--- src/rtl/dualIssuePkg.sv ---
package dualIssuePkg;
  localparam int WORD_W  = 32;
  localparam int OPC_W   = 6;
  localparam int DUAL_POS = 9;
  localparam logic [OPC_W-1:0] FP_OPCODE = 6'h2C;
  localparam int CNT_W   = 2;

  typedef struct packed {
    logic advance;
    logic clearHalf;
    logic latchSlot;
    logic slotWide;
    logic paired;
  } seqStrobes_t;

  function automatic logic isFpWord(input logic [WORD_W-1:0] w);
    return w[WORD_W-1 -: OPC_W] == FP_OPCODE;
  endfunction

  function automatic logic dualFlag(input logic [WORD_W-1:0] w);
    return w[DUAL_POS];
  endfunction
endpackage

--- src/rtl/seqControl.sv ---
module seqControl
  import dualIssuePkg::*;
(
  input  logic        clk,
  input  logic        rst_n,
  input  logic        fetchValid,
  input  logic        wordIsFp,
  input  logic        wordDual,
  input  logic        branchTaken,
  input  logic        ctrlXfer,
  input  logic        halfCore,
  output seqStrobes_t strobes
);
  logic modeQ, modeD;
  logic pendEntryQ, pendEntryD;
  logic exitSeenQ, exitSeenD;
  logic exitGraceQ, exitGraceD;

  always_comb begin
    modeD      = modeQ;
    pendEntryD = pendEntryQ;
    exitSeenD  = exitSeenQ;
    exitGraceD = exitGraceQ;
    if (fetchValid) begin
      if (!modeQ) begin
        if (pendEntryQ) begin
          modeD      = 1'b1;
          pendEntryD = 1'b0;
        end else if (wordIsFp && wordDual) begin
          pendEntryD = 1'b1;
        end
      end else if (!halfCore) begin
        if (!exitSeenQ && !exitGraceQ && !wordDual)
          exitSeenD = 1'b1;
      end else begin
        if (exitGraceQ) begin
          modeD      = 1'b0;
          exitGraceD = 1'b0;
        end else if (exitSeenQ) begin
          exitGraceD = 1'b1;
          exitSeenD  = 1'b0;
        end
      end
    end
  end

  always_ff @(posedge clk) begin
    if (!rst_n) begin
      modeQ      <= 1'b0;
      pendEntryQ <= 1'b0;
      exitSeenQ  <= 1'b0;
      exitGraceQ <= 1'b0;
    end else begin
      modeQ      <= modeD;
      pendEntryQ <= pendEntryD;
      exitSeenQ  <= exitSeenD;
      exitGraceQ <= exitGraceD;
    end
  end

  always_comb begin
    strobes.advance   = fetchValid;
    strobes.clearHalf = fetchValid && (ctrlXfer || !modeQ || !modeD);
    strobes.latchSlot = fetchValid && branchTaken;
    strobes.slotWide  = modeQ;
    strobes.paired    = modeQ;
  end
endmodule

--- src/rtl/seqDatapath.sv ---
module seqDatapath
  import dualIssuePkg::*;
(
  input  logic              clk,
  input  logic              rst_n,
  input  seqStrobes_t       strobes,
  output logic              halfCore,
  output logic [CNT_W-1:0]  fetchInc,
  output logic [CNT_W-1:0]  delayWords
);
  localparam logic [CNT_W-1:0] ONE_WORD  = CNT_W'(1);
  localparam logic [CNT_W-1:0] PAIR_WORD = CNT_W'(2);

  logic halfQ;
  logic [CNT_W-1:0] slotQ;

  always_ff @(posedge clk) begin
    if (!rst_n) begin
      halfQ <= 1'b0;
      slotQ <= ONE_WORD;
    end else begin
      if (strobes.clearHalf)    halfQ <= 1'b0;
      else if (strobes.advance) halfQ <= ~halfQ;
      if (strobes.latchSlot)
        slotQ <= strobes.slotWide ? PAIR_WORD : ONE_WORD;
    end
  end

  assign halfCore   = halfQ;
  assign fetchInc   = strobes.paired ? PAIR_WORD : ONE_WORD;
  assign delayWords = slotQ;
endmodule

--- src/rtl/dualIssueSeq.sv ---
module dualIssueSeq
  import dualIssuePkg::*;
(
  input  logic              clk,
  input  logic              rst_n,
  input  logic              fetchValid,
  input  logic [WORD_W-1:0] fetchWord,
  input  logic              branchTaken,
  input  logic              ctrlXfer,
  output logic              pairedMode,
  output logic              halfCore,
  output logic [CNT_W-1:0]  fetchInc,
  output logic [CNT_W-1:0]  delayWords
);
  seqStrobes_t strobes;
  logic wordIsFp, wordDual;
  logic unusedWordBits;

  assign wordIsFp       = isFpWord(fetchWord);
  assign wordDual       = dualFlag(fetchWord);
  assign unusedWordBits = ^fetchWord;

  seqControl i_ctrl (
    .clk(clk), .rst_n(rst_n), .fetchValid(fetchValid),
    .wordIsFp(wordIsFp), .wordDual(wordDual),
    .branchTaken(branchTaken), .ctrlXfer(ctrlXfer),
    .halfCore(halfCore), .strobes(strobes)
  );

  seqDatapath i_dp (
    .clk(clk), .rst_n(rst_n), .strobes(strobes),
    .halfCore(halfCore), .fetchInc(fetchInc), .delayWords(delayWords)
  );

  assign pairedMode = strobes.paired;
endmodule

--- config.mk ---
export PLATFORM = sky130hd
export DESIGN_NAME = dualIssueSeq
export DESIGN_NICKNAME = d
export VERILOG_FILES = /design/src/rtl/dualIssuePkg.sv /design/src/rtl/seqControl.sv /design/src/rtl/seqDatapath.sv /design/src/rtl/dualIssueSeq.sv
export SDC_FILE = /design/constraint.sdc
export NUM_CORES = 1
export LEC_CHECK = 0
export ABC_AREA = 1
export BUFFER_PORTS_ARGS = -buffer_cell sky130_fd_sc_hd__buf_4
export CORE_AREA = 5 5 42 44
export CTS_CLUSTER_SIZE = 24
export DETAILED_ROUTE_END_ITERATION = 16
export DIE_AREA = 0 0 47 49
export PLACE_DENSITY = 0.71
export RECOVER_POWER = 100
export SKIP_CTS_REPAIR_TIMING = 1
export SYNTH_ARGS = -nofsm -noshare
export SYNTH_HDL_FRONTEND = slang
export SYNTH_HIERARCHICAL = 1
export SYNTH_SLANG_ARGS = --single-unit
--- constraint.sdc ---
create_clock -name clk -period 1.82 [get_ports clk]
set_clock_uncertainty 0.15 [all_clocks]
set_input_delay 0.364 -clock clk [delete_from_list [all_inputs] [get_ports clk]]
set_output_delay 0.364 -clock clk [all_outputs]
set_load 0.02 [all_outputs]
==> qor.txt <==
Buf+Inv Stages, Crit Path - 1
Psw - 0.0000904 W
overflow left after global routing - 0
number of global-route vias before repair - 363
Clock transition at path regs - 50 ps
type of element capturing the critical path - primary output
Synth warnings - 6
Total Wirelength - 827 um
antenna-violating nets left - 0
share of the synthesized area in the top cell type - 34.8%
Util after Layout - 36.3%
outcome - finished, final reports clean
max_cap viols - 0
fin crit share - 84.5%
ranking of synthesized cells by area - dfxtp_1 35%, nand2_1 14%, inv_1 13%
CTS root buf - clkbuf_4
Via Count - 405
Final setup viols - 0
largest net degree at the start of global routing - 12
crit-path max FO - 10
Top delay family on crit path - flip-flops
Starting DRT DRC Count - 1
maximum root-to-sink buffer count - 2
part of the power in registers - 45.1%
CTS Buf Count - 3
FP Rows - 14
core area - 0.00140 mm2
Critical Path Max Stage Delay - 500 ps
final net count - 117
pwr/cell area - 698 mW/mm2
Syn Inst Count - 63
sequential fraction of the synthesis area - 34.8%
Peak VDD IR - 0.000238 V
H-tree levels - 1
internal power - 0.000265 W
Finished Layout Cells - 95
Via density - 4.26
Clock Latency Late Sink - 250 ps
fin crit period - 1540 ps
switch share - 25.4%
Die ar. - 0.00230 mm2
Hold Fails Final Rpt - 0
Synth Area per Inst - 6.40 um2
I/O pin cnt - 43
GRT Overall Usage - 8.12%
worst slew pin tran - 309 ps
FF+latch count, synth - 7
Worst Setup Start Kind - flip-flop
critical path's slowest cell - dfxtp_1
Combinational Power Share - 13.6%
Max Transition Viols Final - 0
Die Span Y - 49 um
die width - 47 um
syn nets - 100
Initial Utilization - 28.7%
clock group share of total power - 41.3%
Leak Pwr - 0.246 nW
critical path type - reg -> out
detailed-placement wirelength estimate - 667 um
ant diodes - 0
Yosys top cell by area - dfxtp_1
initial antenna violation count - 0
Pre-antenna DRT Iters - 4
Mapped Area - 403 um2
Synth cell types - 12
setup total negative slack - 0 ps
post-route design area - 509 um2
worst min-delay path class - in -> reg
dpl cell area - 509 um2
routed len/inst - 8.71 um
Fill cells - 158
worst path cell trace - clkbuf_1
clock sinks - 7
Port Buffers - 17
Worst EP arrival - 1020 ps
Peak Freq - 650 MHz
RSZ-0062 raised after global routing - false
area growth from synthesis to final layout - 26.4%
DRC Markers - 0
first-pass GRT wire length - 1390 um
Placer Congestion - 0.671
Placed Cells - 91
Req. time, crit path - 1310 ps
share of cells above drive strength 1 - 21.5%
Rel. slew slack - 79.4%
clock tree from TritonCTS - done
[placed cells by master (no fill, tap or decap)]
cell / netlist / layout
a21boi_0: 0 / 1
a21oi_1: 2 / 3
buf_4: 4 / 11
clkbuf_1: 0 / 7
clkbuf_4: 0 / 3
dfxtp_1: 7 / 7
inv_1: 14 / 14
nand2_1: 15 / 15
nand3_1: 3 / 3
nand4_1: 3 / 3
nor2_1: 9 / 9
nor2_2: 3 / 3
[state kept, by name, summed over array words and instances, names as in the netlist]
| name | cells |
|---|---|
| i_dp/delayWords | 2 |
| i_ctrl/pendEntryQ | 1 |
| i_dp/halfCore | 1 |
| i_ctrl/exitGraceQ | 1 |
| i_ctrl/modeQ | 1 |
| i_ctrl/exitSeenQ | 1 |
[power groups by stage]
stage	logic [W]	clock network [W]	registers, W
final	0.0000483	0.000147	0.000160
after global routing	0.0000542	0.000153	0.000161
after CTS	0.0000526	0.000148	0.000161
after detailed placement	0.0000524	0	0.000164
after global placement	0.0000512	0	0.000164
after floorplan	0.0000228	0	0.000168
[worst register-to-register path, delay by kind of cell, from the launching register on]
family                 cells  cell delay (ps)
and+or+nand+nor            3              270
AOI/OAI and AO/OA          1              180
buffers and inverters      1               50
DFF                        1              500
[worst paths after layout]
kind | from | end | slack (ps) | cells past startpoint
worst min-delay path | rst_n | i_dp/delayWords[0]$_SDFFE_PN1P_ | 200 | 2
worst min register to register | i_dp/delayWords[0]$_SDFFE_PN1P_ | i_dp/delayWords[0]$_SDFFE_PN1P_ | 320 | 2
worst max-delay path | i_ctrl/modeQ$_SDFF_PN0_ | pairedMode | 280 | 1
worst max register to register | i_ctrl/modeQ$_SDFF_PN0_ | i_dp/halfCore$_SDFFE_PP0P_ | 580 | 5
[cells in the mapped netlist (all sizes together)]
library cell and instances:
a21boi 1, dfxtp 7, buf 5, inv 14, nand4 3, nand2 15, nor2 12, nand3 3
a21oi 3
[layer usage]
metal / global-route usage [%] / vias up / wire (um)
li1: - / 219 / -
met1: 9.51 / 166 / 344
met2: 11.8 / 18 / 350
met3: 4.06 / 2 / 114
met4: 4.15 / 0 / 17
met5: 0 / - / 0
[cells by family after synthesis]
logic type	share of synthesized area, %
AO/OA/AOI/OAI	6.52
buffers and inverters	23.3
flip-flops	34.8
AND/OR/NAND/NOR	35.4
[through the flow]
step | hold WS (ps) | setup WS (ps) | power (W)
after floorplan | 287 | 585 | 0.000191
after global placement | 304 | 602 | 0.000215
after detailed placement | 313 | 597 | 0.000216
after CTS | 198 | 321 | 0.000361
after global routing | 200 | 207 | 0.000368
final | 196 | 282 | 0.000356
[area by class of cell]
class / count / area [um2] / share of cell area [%]
inverter: 14 / 52.6 / 10.3
tap: 16 / 20.0 / 3.93
clock buffer: 4 / 26.3 / 5.16
sequential: 7 / 140 / 27.5
timing repair buffer: 17 / 105 / 20.6
multi-input combinational: 37 / 165 / 32.4
Note: power is estimated with default switching activity, not from simulation.
